==> config.mk <==
export PLATFORM = sky130hd
export DESIGN_NAME = tc_conv
export DESIGN_NICKNAME = d
export VERILOG_FILES = /design/src/rtl/tc_pkg.sv /design/src/rtl/tc_sdiv.sv /design/src/rtl/tc_coef_rf.sv /design/src/rtl/tc_conv.sv
export SDC_FILE = /design/constraint.sdc
export NUM_CORES = 2
export LEC_CHECK = 0
export BUFFER_PORTS_ARGS = -buffer_cell sky130_fd_sc_hd__buf_2
export CAP_MARGIN = 10
export CORE_MARGIN = 5
export CORE_UTILIZATION = 50
export DETAILED_ROUTE_END_ITERATION = 12
export PLACE_DENSITY = 0.67
export SLEW_MARGIN = 30
export SYNTH_ARGS = -nofsm -noshare
export SYNTH_HDL_FRONTEND = slang
export SYNTH_HIERARCHICAL = 1
export SYNTH_SLANG_ARGS = --single-unit
==> constraint.sdc <==
create_clock -name clk -period 12 [get_ports clk]
set_input_delay 1.8 -clock clk [delete_from_list [all_inputs] [get_ports clk]]
set_output_delay 1.8 -clock clk [all_outputs]
set_load 0.02 [all_outputs]
==> src/rtl/tc_pkg.sv <==
// Shared types of the thermal code converter.
// Assumes a 2-bit operation field on the request port.
package tc_pkg;
    typedef enum logic [1:0] {
        OP_C2T  = 2'd0,
        OP_T2C  = 2'd1,
        OP_CAL2 = 2'd2,
        OP_CAL1 = 2'd3
    } tc_op_e;

    typedef enum logic [1:0] {
        ST_IDLE = 2'd0,
        ST_LOAD = 2'd1,
        ST_WAIT = 2'd2,
        ST_FIN  = 2'd3
    } tc_state_e;
endpackage

==> src/rtl/tc_sdiv.sv <==
// Signed restoring divider, one quotient bit per cycle.
// Quotient truncates toward zero. Takes W cycles after start; done pulses once.
// Assumes start is only raised while no division runs. A zero divisor
// gives an undefined quotient that the caller must mask.
module tc_sdiv #(
    parameter int W = 48
) (
    input  logic                clk,
    input  logic                rst_n,
    input  logic                start,
    input  logic signed [W-1:0] dvd,
    input  logic signed [W-1:0] dvs,
    output logic signed [W-1:0] quo,
    output logic                done
);
    localparam int CNTW = $clog2(W + 1);

    logic [W:0]      rem_q;
    logic [W-1:0]    qr_q;
    logic [W-1:0]    dv_q;
    logic [CNTW-1:0] cnt_q;
    logic            neg_q;
    logic            run_q;
    logic [W:0]      trial;
    logic            fits;

    // Trial subtraction of the shifted remainder
    always_comb begin
        trial = {rem_q[W-1:0], qr_q[W-1]};
        fits  = (trial >= {1'b0, dv_q});
    end

    // Operand capture and iteration
    always_ff @(posedge clk) begin
        if (!rst_n) begin
            rem_q <= '0;
            qr_q  <= '0;
            dv_q  <= '0;
            cnt_q <= '0;
            neg_q <= 1'b0;
            run_q <= 1'b0;
            done  <= 1'b0;
        end else begin
            done <= 1'b0;
            if (start) begin
                qr_q  <= dvd[W-1] ? -dvd : dvd;
                dv_q  <= dvs[W-1] ? -dvs : dvs;
                neg_q <= dvd[W-1] ^ dvs[W-1];
                rem_q <= '0;
                cnt_q <= CNTW'(W);
                run_q <= 1'b1;
            end else if (run_q) begin
                rem_q <= fits ? (trial - {1'b0, dv_q}) : trial;
                qr_q  <= {qr_q[W-2:0], fits};
                cnt_q <= cnt_q - CNTW'(1);
                if (cnt_q == CNTW'(1)) begin
                    run_q <= 1'b0;
                    done  <= 1'b1;
                end
            end
        end
    end

    assign quo = neg_q ? -$signed(qr_q) : $signed(qr_q);
endmodule

==> src/rtl/tc_coef_rf.sv <==
// Per-sensor slope and offset store with one write and one read port.
// Resets every entry to the default slope and a zero offset. Read is combinational.
module tc_coef_rf #(
    parameter int NSENS     = 4,
    parameter int DW        = 32,
    parameter int DEF_SLOPE = 3200,
    localparam int IDXW     = (NSENS > 1) ? $clog2(NSENS) : 1
) (
    input  logic                 clk,
    input  logic                 rst_n,
    input  logic                 we,
    input  logic [IDXW-1:0]      idx,
    input  logic signed [DW-1:0] wr_slope,
    input  logic signed [DW-1:0] wr_off,
    output logic signed [DW-1:0] rd_slope,
    output logic signed [DW-1:0] rd_off
);
    logic signed [DW-1:0] slope_q [NSENS];
    logic signed [DW-1:0] off_q   [NSENS];

    for (genvar i = 0; i < NSENS; i++) begin : g_ent
        // One entry: written only when its index is selected
        always_ff @(posedge clk) begin
            if (!rst_n) begin
                slope_q[i] <= DW'(DEF_SLOPE);
                off_q[i]   <= '0;
            end else if (we && (idx == IDXW'(i))) begin
                slope_q[i] <= wr_slope;
                off_q[i]   <= wr_off;
            end
        end
    end

    assign rd_slope = slope_q[idx];
    assign rd_off   = off_q[idx];
endmodule

==> src/rtl/tc_conv.sv <==
// Thermal sensor code converter top level.
// Sequences code-to-temperature, temperature-to-code and calibration over one
// shared divider. Assumes XW is wide enough for degC*slope products.
// Requests are taken only when idle. Result is held until the next done.
module tc_conv
    import tc_pkg::*;
#(
    parameter int NSENS     = 4,
    parameter int CODE_W    = 10,
    parameter int DW        = 32,
    parameter int XW        = 48,
    parameter int SCALE     = 3200,
    parameter int DEF_SLOPE = 3200,
    parameter int CAL_LO    = 30,
    parameter int CAL_HI    = 120,
    parameter int CODE_MIN  = 0,
    parameter int CODE_MAX  = 1023,
    parameter int MILLI     = 1000,
    localparam int IDXW     = (NSENS > 1) ? $clog2(NSENS) : 1
) (
    input  logic                 clk,
    input  logic                 rst_n,
    input  logic                 req_valid,
    input  logic [1:0]           req_op,
    input  logic [IDXW-1:0]      req_idx,
    input  logic signed [DW-1:0] req_a,
    input  logic signed [DW-1:0] req_b,
    output logic                 busy,
    output logic                 done,
    output logic signed [DW-1:0] resp_data,
    output logic                 resp_err
);
    localparam logic signed [XW-1:0] SCALE_X = XW'(SCALE);
    localparam logic signed [XW-1:0] MILLI_X = XW'(MILLI);
    localparam logic signed [XW-1:0] CALLO_X = XW'(CAL_LO);
    localparam logic signed [XW-1:0] SPAN_X  = XW'(CAL_HI - CAL_LO);
    localparam logic signed [XW-1:0] CMIN_X  = XW'(CODE_MIN);
    localparam logic signed [XW-1:0] CMAX_X  = XW'(CODE_MAX);

    tc_state_e            state_q;
    tc_op_e               op_q;
    logic [IDXW-1:0]      idx_q;
    logic signed [DW-1:0] a_q;
    logic [CODE_W-1:0]    b_q;
    logic                 phase_q;
    logic                 zs_q;
    logic signed [XW-1:0] deg_q;
    logic signed [XW-1:0] quo_q;

    logic signed [DW-1:0] rd_slope, rd_off, wr_slope, wr_off;
    logic signed [XW-1:0] slope_x, off_x, a_x, code_a, code_b;
    logic signed [XW-1:0] num, half, num_r, dvd, dvs, div_q, new_slope_x, t2c_x;
    logic signed [DW-1:0] c2t_d, fin_data;
    logic                 div_start, div_done, rf_we, zero_slope;

    assign slope_x = rd_slope;
    assign off_x   = rd_off;
    assign a_x     = a_q;
    assign code_a  = {{(XW - CODE_W){1'b0}}, a_q[CODE_W-1:0]};
    assign code_b  = {{(XW - CODE_W){1'b0}}, b_q};
    assign zero_slope = (rd_slope == '0);

    // Rounded numerator for code-to-temperature
    always_comb begin
        num  = code_a * SCALE_X - off_x;
        half = (slope_x < 0) ? -((-slope_x) >>> 1) : (slope_x >>> 1);
        if (num > 0)      num_r = num + half;
        else if (num < 0) num_r = num - half;
        else              num_r = num;
    end

    // Divider operand selection by operation and phase
    always_comb begin
        dvd = '0;
        dvs = SCALE_X;
        case (op_q)
            OP_C2T: begin
                dvd = num_r;
                dvs = slope_x;
            end
            OP_T2C: begin
                if (!phase_q) begin
                    dvd = a_x;
                    dvs = MILLI_X;
                end else begin
                    dvd = deg_q * slope_x + off_x;
                    dvs = SCALE_X;
                end
            end
            OP_CAL2: begin
                dvd = (code_b - code_a) * SCALE_X;
                dvs = SPAN_X;
            end
            default: ;
        endcase
    end

    assign div_start = (state_q == ST_LOAD) && !((op_q == OP_C2T) && zero_slope);

    tc_sdiv #(.W(XW)) u_div (
        .clk   (clk),
        .rst_n (rst_n),
        .start (div_start),
        .dvd   (dvd),
        .dvs   (dvs),
        .quo   (div_q),
        .done  (div_done)
    );

    // Final result and coefficient write values
    always_comb begin
        wr_slope    = (op_q == OP_CAL2) ? DW'(quo_q) : DW'(DEF_SLOPE);
        new_slope_x = wr_slope;
        wr_off      = DW'(code_a * SCALE_X - CALLO_X * new_slope_x);
        rf_we       = (state_q == ST_FIN) && ((op_q == OP_CAL2) || (op_q == OP_CAL1));
        c2t_d       = zs_q ? '0 : DW'(quo_q * MILLI_X);
        if (quo_q < CMIN_X)      t2c_x = CMIN_X;
        else if (quo_q > CMAX_X) t2c_x = CMAX_X;
        else                     t2c_x = quo_q;
        case (op_q)
            OP_C2T:  fin_data = c2t_d;
            OP_T2C:  fin_data = DW'(t2c_x);
            default: fin_data = wr_slope;
        endcase
    end

    tc_coef_rf #(.NSENS(NSENS), .DW(DW), .DEF_SLOPE(DEF_SLOPE)) u_rf (
        .clk      (clk),
        .rst_n    (rst_n),
        .we       (rf_we),
        .idx      (idx_q),
        .wr_slope (wr_slope),
        .wr_off   (wr_off),
        .rd_slope (rd_slope),
        .rd_off   (rd_off)
    );

    // Request sequencing state machine
    always_ff @(posedge clk) begin
        if (!rst_n) begin
            state_q   <= ST_IDLE;
            op_q      <= OP_C2T;
            idx_q     <= '0;
            a_q       <= '0;
            b_q       <= '0;
            phase_q   <= 1'b0;
            zs_q      <= 1'b0;
            deg_q     <= '0;
            quo_q     <= '0;
            done      <= 1'b0;
            resp_data <= '0;
            resp_err  <= 1'b0;
        end else begin
            done <= 1'b0;
            case (state_q)
                ST_IDLE: if (req_valid) begin
                    op_q    <= tc_op_e'(req_op);
                    idx_q   <= req_idx;
                    a_q     <= req_a;
                    b_q     <= req_b[CODE_W-1:0];
                    phase_q <= 1'b0;
                    zs_q    <= 1'b0;
                    state_q <= (tc_op_e'(req_op) == OP_CAL1) ? ST_FIN : ST_LOAD;
                end
                ST_LOAD: begin
                    if ((op_q == OP_C2T) && zero_slope) begin
                        zs_q    <= 1'b1;
                        state_q <= ST_FIN;
                    end else begin
                        state_q <= ST_WAIT;
                    end
                end
                ST_WAIT: if (div_done) begin
                    if ((op_q == OP_T2C) && !phase_q) begin
                        deg_q   <= div_q;
                        phase_q <= 1'b1;
                        state_q <= ST_LOAD;
                    end else begin
                        quo_q   <= div_q;
                        state_q <= ST_FIN;
                    end
                end
                default: begin
                    resp_data <= fin_data;
                    resp_err  <= zs_q;
                    done      <= 1'b1;
                    state_q   <= ST_IDLE;
                end
            endcase
        end
    end

    assign busy = (state_q != ST_IDLE);
endmodule

==> results.cfg <==
[power]
p_per_area_mw_per_mm2 = 108.6
clock_power_share = 0.239
p_sw_frac = 0.4436
p_comb_frac = 0.523
peakVddDrop_v = 0.0001757
power.leakage_nw = 40.54
internal-power_mw = 5.331
switching_power_mw = 4.249
p_seq_frac = 0.238
total_power_mw = 9.580

[clock_tree]
cts_tree = done
cts_sinks = 589
clk_latency_ps = 720
ctsHoldBuffers = 0
h-tree-depth = 3
cts_buffers = 70
clkTransAtPathRegs_ps = 60
clockRootBuffer = clkbuf_16
clock_path_buffers = 3

[place]
placed_area_sq_mm = 0.08557
port_buffers = 83
pre_cts_ws_ps = 393.8
dp_cells = 11420
gp_congestion = 1.024
hpwl_mm = 226.1

[synthesis]
synth_edf_count = 256
synth_top_area_share = 0.2669
synth_cell_type_count = 114
synth-seq-cells = 589
yosys_warnings = 6
syn_area_per_cell_sq_um = 8.726
seq_area_frac_synth = 0.1743
async_flop_share = 0
synth.area.top_cells = fa_1 (27%), edfxtp_1 (9.3%), ha_1 (8.9%)
synthTopCellsByCount = inv_1 (1,460), nand2_1 (1,266), fa_1 (1,098), nor2_1 (598), ha_1 (585)
synth_nets = 11190
synth_area_sq_mm = 0.08237
synth_top_flop_cell = dfxtp_1
synth_top_area_cell = fa_1
yosysMostFrequentCell = inv_1
postSynthCellCount = 9439

[worst_setup_path]
cp.arrival_ps = 12090
end_kind = flop
crit_type = flop to flop
cp_data_required_time_ps = 12520
cp-start-kind = flop
cpPeakStageDelay_ps = 600
cp_num_buf_inv = 8
cp_common_cell = fa_1
slowest_stage = dfxtp_4
critPathTopFamily = adder cells
cp_max_fo = 25

[timing]
hold_viol_final = 0
slew_headroom = 0.2187
clock_skew_ps = 54.33
rsz0062_at_grt = no
hold_ws_ps = 465.5
tightest_slew_ps = 1164
post-route-period-util = 0.9642
max_freq_mhz = 86.43
slew_violations = 0
fin_tns_setup_ps = 0
min_period_ps = 11570
setup_viol = 0
setup_slack_ps = 429.5

[drt]
ant_nets = 0
drt_wl_total_mm = 283.2
drcViolationCount = 0
wl_per_cell_um = 24.50
viasPerCell = 5.887
vias = 68060
firstDrtPassIters = 6
first_iter_violations = 6794

[global_route]
gr-total-overflow = 0
antenna_found_initial = 22
grt_pass1_vias = 68050
grt_max_degree = 105
track_usage = 0.3240
grt_pass1_wl_mm = 425.7

[finish]
finalNonFillerCells = 11560
area_growth_pct = 7.118
design_area_sq_mm = 0.08823
final_util = 0.5366
drive_above_1_share = 0.07195
layout.nets = 11070

[floorplan]
core_sq_mm = 0.1644
dieArea_sq_mm = 0.1730
die_y_um = 415.9
die_x_um = 415.9
start_util = 0.5009
rows = 149
ios = 106

[run_status]
status = finished, final reports clean

[hold_path]
worstHoldPathType = flop to flop

[job]
maxCapViolCount = 0
-- registers in the layout, indices dropped and copies added, names as in the netlist --
signal / cells
b_q: 10
quo_q: 48
u_rf/slope_q: 128
a_q: 32
op_q: 2
u_div/run_q: 1
u_rf/off_q: 128
state_q: 2
u_div/dv_q: 48
zs_q: 1
phase_q: 1
u_div/rem_q: 48
u_div/done: 1
deg_q: 48
idx_q: 2
u_div/cnt_q: 6
u_div/qr_q: 48
done: 1
resp_data: 32
u_div/neg_q: 1
resp_err: 1
-- cell usage in the layout, fill, tap and decap left out, drive strengths merged, types with 56 or more instances in the layout --
cell type	instances
nand2b	57
a21boi	165
mux2i	94
nand3	136
inv	1462
xor2	161
o31ai	74
edfxtp	256
nor2	604
o21ai	316
mux4	64
and2	413
a211oi	56
nand2	1266
ha	585
clkbuf	92
a21o	94
xnor2	338
fa	1098
a21oi	368
o21bai	58
nor3	88
buf	346
nor2b	70
o22ai	60
dfxtp	333
-- cell type report --
| class | count | area (sq um) |
|---|---|---|
| fill | 15180 | 76200 |
| multi-input combinational | 6843 | 60530 |
| sequential | 589 | 14370 |
| inverter | 1462 | 5488 |
| tap | 2189 | 2739 |
| timing repair buffer | 347 | 2639 |
| clock buffer | 91 | 1942 |
| clock inverter | 36 | 510.5 |
| antenna | 4 | 10.01 |
-- cells by family after synthesis --
family	count (synthesis)	share of synthesized area
XOR/XNOR	499	0.05306
multiplexers	175	0.03125
buffers and inverters	2007	0.09401
adder cells (fa/ha/maj)	1683	0.3557
flip-flops	589	0.1743
AO/OA/AOI/OAI	1561	0.1257
other	1	0.00004553
AND/OR/NAND/NOR	2924	0.1660
-- path summary, 6_finish.rpt --
path	start	to	slack [ps]	cells past startpoint
min	b_q[0]$_SDFFE_PN0P_	b_q[0]$_SDFFE_PN0P_	470	2
max	idx_q[1]$_SDFFE_PN0P_	u_div/qr_q[46]$_SDFFE_PN0P_	430	36
max reg2reg	idx_q[1]$_SDFFE_PN0P_	u_div/qr_q[46]$_SDFFE_PN0P_	430	36
min reg2reg	b_q[0]$_SDFFE_PN0P_	b_q[0]$_SDFFE_PN0P_	470	2
-- worst min-delay path: cells and delay by family, from the launching register on --
| kind | cells | cell delay, ps |
|---|---|---|
| simple gates | 1 | 50 |
| compound gates | 1 | 60 |
| flops | 1 | 310 |
-- power by group through the flow --
stage | registers [mW] | logic [mW] | clock network [mW]
final | 2.28 | 5.01 | 2.29
after global placement | 2.32 | 4.80 | 0
after detailed placement | 2.32 | 4.86 | 0
after global routing | 2.29 | 5.40 | 2.42
after floorplan | 2.29 | 3.40 | 0
after CTS | 2.28 | 4.89 | 2.34
-- what timing repair did --
| action | 4_1_cts | 5_1_grt |
|---|---|---|
| buffers inserted | 0 | 6 |
| endpoints found under the setup margin | 0 | 8 |
| gates resized for setup | 0 | 1 |
-- per-layer routing --
metal | global-route usage | wire length [um] | vias to the layer above
li1 | - | - | 30280
met1 | 0.4288 | 111900 | 33860
met2 | 0.4931 | 122800 | 3173
met3 | 0.06692 | 27230 | 722
met4 | 0.1906 | 21150 | 24
met5 | 0 | 164 | -
Note: power is estimated with default switching activity, not from simulation.
